## src/rtl/mbox_pkg.sv

```systemverilog
package mbox_pkg;
  localparam logic [7:0] PTR_OFS  = 8'hA6;
  localparam logic [7:0] DATA_OFS = 8'hA7;
  localparam logic [7:0] STAT_OFS = 8'hA8;
  localparam int REQ_BIT  = 0;
  localparam int LDEN_BIT = 1;

  typedef struct packed {
    logic ptrLoad;
    logic dataWrite;
    logic dataRead;
  } hostStrobeT;
endpackage

```

## src/rtl/mbox_ctrl.sv

```systemverilog
module mbox_ctrl
  import mbox_pkg::*;
#(
  parameter int AW = 8,
  parameter int DW = 8,
  parameter int PTR_W = 6
) (
  input  logic             clk,
  input  logic             rstN,
  input  logic             hostWe,
  input  logic             hostRe,
  input  logic [AW-1:0]    hostAddr,
  input  logic [1:0]       hostCtl,
  input  logic             procClr,
  input  logic [PTR_W-1:0] ptr,
  input  logic [DW-1:0]    bufByte,
  output hostStrobeT       strobe,
  output logic [DW-1:0]    hostRdata,
  output logic             reqPending,
  output logic             reqPulse
);
  logic ldEn;
  logic reqNext;
  logic statWr;
  logic rdOnly;

  assign rdOnly = hostRe & ~hostWe;
  assign statWr = hostWe && (hostAddr == AW'(STAT_OFS));

  always_comb begin
    strobe.ptrLoad   = hostWe && (hostAddr == AW'(PTR_OFS));
    strobe.dataWrite = hostWe && (hostAddr == AW'(DATA_OFS));
    strobe.dataRead  = rdOnly && (hostAddr == AW'(DATA_OFS));
  end

  // host write with load-enable outranks the processor clear
  always_comb begin
    reqNext = reqPending;
    if (statWr && hostCtl[LDEN_BIT]) reqNext = hostCtl[REQ_BIT];
    else if (procClr)                reqNext = 1'b0;
  end

  always_ff @(posedge clk) begin
    if (!rstN) begin
      reqPending <= 1'b0;
      reqPulse   <= 1'b0;
      ldEn       <= 1'b0;
    end else begin
      reqPending <= reqNext;
      reqPulse   <= reqNext & ~reqPending;
      if (statWr) ldEn <= hostCtl[LDEN_BIT];
    end
  end

  always_comb begin
    hostRdata = '0;
    if (hostAddr == AW'(PTR_OFS)) begin
      hostRdata = DW'(ptr);
    end else if (hostAddr == AW'(DATA_OFS)) begin
      hostRdata = bufByte;
    end else if (hostAddr == AW'(STAT_OFS)) begin
      hostRdata[REQ_BIT]  = reqPending;
      hostRdata[LDEN_BIT] = ldEn;
    end
  end
endmodule

```

## src/rtl/mbox_dpath.sv

```systemverilog
module mbox_dpath
  import mbox_pkg::*;
#(
  parameter int DW = 8,
  parameter int DEPTH = 64,
  parameter int PTR_W = $clog2(DEPTH)
) (
  input  logic             clk,
  input  logic             rstN,
  input  hostStrobeT       strobe,
  input  logic [DW-1:0]    hostWdata,
  input  logic             procWe,
  input  logic [PTR_W-1:0] procAddr,
  input  logic [DW-1:0]    procWdata,
  output logic [PTR_W-1:0] ptr,
  output logic [DW-1:0]    bufByte,
  output logic [DW-1:0]    procRdata
);
  localparam logic [PTR_W-1:0] LAST = PTR_W'(DEPTH - 1);

  logic [DW-1:0] mem [DEPTH];
  logic procKeep;

  assign procKeep = procWe && !(strobe.dataWrite && (procAddr == ptr));

  always_ff @(posedge clk) begin
    if (!rstN) begin
      ptr <= '0;
    end else if (strobe.ptrLoad) begin
      ptr <= hostWdata[PTR_W-1:0];
    end else if (strobe.dataWrite || strobe.dataRead) begin
      ptr <= (ptr == LAST) ? '0 : ptr + 1'b1;
    end
  end

  always_ff @(posedge clk) begin
    if (strobe.dataWrite) mem[ptr] <= hostWdata;
    if (procKeep)         mem[procAddr] <= procWdata;
  end

  assign bufByte   = mem[ptr];
  assign procRdata = mem[procAddr];
endmodule

```

## src/rtl/host_mailbox.sv

```systemverilog
module host_mailbox
  import mbox_pkg::*;
#(
  parameter int AW = 8,
  parameter int DW = 8,
  parameter int DEPTH = 64,
  parameter int PTR_W = $clog2(DEPTH)
) (
  input  logic             clk,
  input  logic             rstN,
  input  logic             hostWe,
  input  logic             hostRe,
  input  logic [AW-1:0]    hostAddr,
  input  logic [DW-1:0]    hostWdata,
  output logic [DW-1:0]    hostRdata,
  input  logic             procWe,
  input  logic [PTR_W-1:0] procAddr,
  input  logic [DW-1:0]    procWdata,
  output logic [DW-1:0]    procRdata,
  input  logic             procClr,
  output logic             reqPending,
  output logic             reqPulse
);
  hostStrobeT       strobe;
  logic [PTR_W-1:0] ptr;
  logic [DW-1:0]    bufByte;

  mbox_ctrl #(.AW(AW), .DW(DW), .PTR_W(PTR_W)) u_ctrl (
    .clk, .rstN, .hostWe, .hostRe, .hostAddr,
    .hostCtl(hostWdata[1:0]), .procClr, .ptr, .bufByte,
    .strobe, .hostRdata, .reqPending, .reqPulse
  );

  mbox_dpath #(.DW(DW), .DEPTH(DEPTH), .PTR_W(PTR_W)) u_dpath (
    .clk, .rstN, .strobe, .hostWdata, .procWe, .procAddr, .procWdata,
    .ptr, .bufByte, .procRdata
  );
endmodule

```

## config.mk

```make
export PLATFORM = sky130hd
export DESIGN_NAME = host_mailbox
export DESIGN_NICKNAME = d
export VERILOG_FILES = /design/src/rtl/mbox_pkg.sv /design/src/rtl/mbox_ctrl.sv /design/src/rtl/mbox_dpath.sv /design/src/rtl/host_mailbox.sv
export SDC_FILE = /design/constraint.sdc
export NUM_CORES = 1
export LEC_CHECK = 0
export ABC_CLOCK_PERIOD_IN_PS = 2950
export BUFFER_PORTS_ARGS = -buffer_cell sky130_fd_sc_hd__buf_4
export CAP_MARGIN = 20
export CORE_MARGIN = 1.5
export CORE_UTILIZATION = 35
export CTS_CLUSTER_DIAMETER = 200
export DETAILED_ROUTE_END_ITERATION = 8
export PLACE_DENSITY = 0.51
export SYNTH_ARGS = -nofsm -noshare
export SYNTH_HDL_FRONTEND = slang
export SYNTH_HIERARCHICAL = 1
export SYNTH_SLANG_ARGS = --single-unit
```

## constraint.sdc

```tcl
create_clock -name clk -period 2.95 [get_ports clk]
set_input_delay 0.295 -clock clk [delete_from_list [all_inputs] [get_ports clk]]
set_output_delay 0.295 -clock clk [all_outputs]
set_load 0.03 [all_outputs]
```

==> results.md <==
- The flow ran to the end, but the final reports show violations.
- The checks that failed: negative setup slack.
- The first global-routing pass estimated 195 mm of wire.
- The die width is approximately 310 um.
- The largest total area in the synthesized netlist belongs to sky130_fd_sc_hd__edfxtp_1.
- The total power of the final layout is 0.0183 W.
- The row count is 110.
- The cell with the most instances after synthesis is sky130_fd_sc_hd__mux2_2.
- The critical-path maximum fanout is 6.
- The total number of vias is 24,500.
- The post-synthesis sequential element count is 527.
- The initial antenna violation count came to 6.
- Across the VDD grid, the largest voltage drop is 0.398 mV.
- The relative max-transition margin is 29.1%.
- The number of non-filler instances in the completed layout is about 3,900.
- For this run, the number of Yosys warnings is 6.
- Timing would allow up to between 200 and 300 MHz.
- The number of clock buffers added by TritonCTS is 66.
- The iteration count of the initial detailed-routing pass is 6.
- For this run, the post-layout net count is 2,680.
- The DRC violation count after routing is 0.
- The later pin in the worst-skew pair is clocked with a latency of 0.61 ns.
- The clock-pin slew reported for the worst setup and hold paths after clock tree synthesis is ~0.060 ns.
- In this run the tool buffered the top-level ports with 53 buffer cells.
- The routed design could run at a clock period as short as 3.68 ns.
- Entering global routing, the biggest net connects 66 pins.
- The synthesized area is roughly 32,000 sq um.
- The congestion estimate from routability-driven global placement came to approximately 1.1.
- The number of hold violations in the final report is 0.
- The post-layout worst setup margin is -0.732 ns.
- Yosys mapped a number of flops with a built-in enable equal to 512.
- Among all flip-flop cells after synthesis, the most frequent one is sky130_fd_sc_hd__edfxtp_1.
- STA classifies the critical path startpoint as a register.
- A synthesized cell averages 13.9 sq um.
- The number of cells in the design after placement is 3,710.
- The share of cells above drive strength 1 is 54.0%.
- The synthesized design devotes to its leading area cell type 47.9% of total area.
- The number of max-cap violations is 0.
- Of all flip-flops after synthesis, the portion carrying an async set or reset was 0%.
- The distinct cell type count of the synthesized netlist is about 80.
- At the worst endpoint, the arrival time is 3.39 ns.
- Relative to the synthesized area, the layout overhead comes to 25.4%.
- The final routed wirelength across all metal layers is 141 mm.
- After synthesis, the most frequently instantiated cells are sky130_fd_sc_hd__mux2_2, sky130_fd_sc_hd__edfxtp_1, sky130_fd_sc_hd__clkbuf_1.
- In the final routed layout, each cell accounts on average for 36.5 um.
- The min-delay analysis places its worst path in the category in2reg.
- The total routing resource utilization after global routing is 29.7%.
- Sequential cells were found to cover 48.9% of the synthesized design area.
- STA puts the critical path data required time at 2.65 ns.
- The net count after synthesis is 2,348.
- Sorting the synthesized cells by area gives the leading types as sky130_fd_sc_hd__edfxtp_1, sky130_fd_sc_hd__mux2_2, sky130_fd_sc_hd__mux4_2.
- In this run the static leakage power is 13.8 nW.
- The tree is rooted in a sky130_fd_sc_hd__clkbuf_16.
- The top-level I/O count is 54.
- The number of buffers between clock root and the deepest sink is 3.
- The initial standard-cell utilization of the core is between 30% and 40%.
- The overall die area is 93,500 sq um.
- The HPWL after detailed placement is 97.6 mm.
- The worst setup path is captured at an output port.
- The post-placement setup slack is -0.519 ns.
- Synthesis produced a netlist whose cell count is approximately 2,300.
- The total power per unit cell area is between 400 and 500 nW/um^2.
- For the pin with the worst max-slew slack, the measured transition is about 1.1 ns.
- The DRC violation total after the first TritonRoute iteration is 2,978.
- The CTS H-tree depth is 3.
- The core region is 90,400 sq um.
- Setup violations remaining at the end of the flow were counted as 13.
- The clock tree from TritonCTS is done.
- The number of clock sinks is 527.
- The number of global-route vias before repair is 24,600.
- The total overflow reported by the global router is 0.
- The number of vias per cell is about 6.3.
- The count of pins over their slew limit was 0.
- The worst setup path is of the reg2out kind.
- The number of antenna-violating nets in the routed design is 0.
- The portion of the clock cycle consumed by the worst path in the final layout is 125%.
- The die is between 300 and 400 um tall.
- Setup repair after global routing could not meet its margin everywhere.
- Clock skew on the completed layout was measured at 0.0155 ns.
==> cell type report <==
type	instances	area [sq um]
Fill cell	8148	50200
Multi-Input combinational cell	1531	16100
Sequential cell	527	15700
Timing Repair Buffer	512	4940
Clock buffer	85	1790
Tap cell	1176	1470
Clock inverter	29	275
Inverter	5	18.8
Antenna cell	2	5.00
==> power by group <==
part,switching (W),total (W),internal [W]
Combinational,0.00120,0.00205,0.000846
Sequential,0.0000355,0.00830,0.00826
Clock,0.00328,0.00798,0.00470
==> logic make-up after synthesis <==
kind of cell	after synthesis	share of synthesized area, %
muxes	815	34.0
buffers and inverters	253	3.17
DFF	527	48.9
AOI/OAI and AO/OA	357	7.90
and+or+nand+nor	349	5.78
adders and majority gates	1	0.0390
xor gates and xnor gates	9	0.246
==> critical path, cell delays in order (launching register included) <==
cell,delay [ns]
sky130_fd_sc_hd__dfxtp_4,0.43
sky130_fd_sc_hd__buf_12,0.17
sky130_fd_sc_hd__buf_12,0.14
sky130_fd_sc_hd__mux4_2,0.54
sky130_fd_sc_hd__nor3_2,0.15
sky130_fd_sc_hd__nor3_2,0.10
sky130_fd_sc_hd__o211ai_1,0.57
sky130_fd_sc_hd__o41ai_1,0.18
sky130_fd_sc_hd__a22o_1,0.32
sky130_fd_sc_hd__buf_6,0.17
==> routing by layer <==
layer	wire [um]	track usage, %
met4	7660	14.3
met3	11400	5.29
met5	35	0
met2	65400	47.6
met1	56400	38.9
==> per-stage QoR <==
stage / hold slack (ns) / area, sq um / util, % / setup TNS (ns)
finish: 0.0487 / 40200 / 44.5 / -5.22
floorplan: 0.413 / 32100 / - / -0.476
detailed placement: 0.489 / 36900 / 40.8 / -49.01
CTS: 0.0257 / 40100 / 44.3 / -4.87
global placement: 0.482 / 36900 / 40.8 / -14.69
global route: 0.0685 / 40200 / 44.5 / -5.26
==> registers in the layout (all words and copies together), names as in the netlist, named ones only <==
signal	cells
u_dpath/mem	512
u_dpath/ptr	6
u_ctrl/reqPulse	1
u_ctrl/ldEn	1
u_ctrl/reqPending	1
==> placed cells by master, fill, tap and decap left out, types with 10 or more instances in the layout <==
master	n
sky130_fd_sc_hd__mux2_2	562
sky130_fd_sc_hd__edfxtp_1	512
sky130_fd_sc_hd__buf_4	410
sky130_fd_sc_hd__mux4_2	163
sky130_fd_sc_hd__nand2_1	122
sky130_fd_sc_hd__o21ai_0	85
sky130_fd_sc_hd__clkbuf_16	69
sky130_fd_sc_hd__mux2i_1	68
sky130_fd_sc_hd__buf_12	67
sky130_fd_sc_hd__nor2_1	36
sky130_fd_sc_hd__a22oi_1	35
sky130_fd_sc_hd__nor2b_1	33
sky130_fd_sc_hd__nand3_1	24
sky130_fd_sc_hd__a221oi_1	24
sky130_fd_sc_hd__a21oi_1	23
sky130_fd_sc_hd__buf_6	21
sky130_fd_sc_hd__o22ai_1	18
sky130_fd_sc_hd__clkbuf_1	16
sky130_fd_sc_hd__a211oi_1	14
sky130_fd_sc_hd__clkinv_1	13
sky130_fd_sc_hd__nor3_1	12
sky130_fd_sc_hd__dfxtp_1	12
sky130_fd_sc_hd__o211ai_1	12
sky130_fd_sc_hd__and2_1	11
sky130_fd_sc_hd__a22o_1	10
sky130_fd_sc_hd__a22oi_2	10
sky130_fd_sc_hd__a221o_1	10
==> worst paths after layout <==
kind | start | end | slack [ns] | cells after the start
worst max register to register | u_dpath/ptr[2]$_SDFFE_PN0N_ | u_dpath/mem[9][7]$_DFFE_PP_ | 0.32 | 6
worst min register to register | u_ctrl/reqPending$_SDFF_PN0_ | u_ctrl/reqPulse$_SDFF_PN0_ | 0.50 | 1
worst max-delay path | register | hostRdata[3] | -0.73 | 9
worst min-delay path | hostWe | u_ctrl/reqPulse$_SDFF_PN0_ | 0.05 | 3
==> repair_timing <==
item	in CTS	in global routing
endpoints found under the hold margin	2	0
gates resized for setup	129	37
hold buffers	2	0
gates cloned	4	0
setup buffers	37	1
endpoints found under the setup margin	16	39
pin swaps	43	26
No activity file was read; power rests on OpenSTA's default activity.
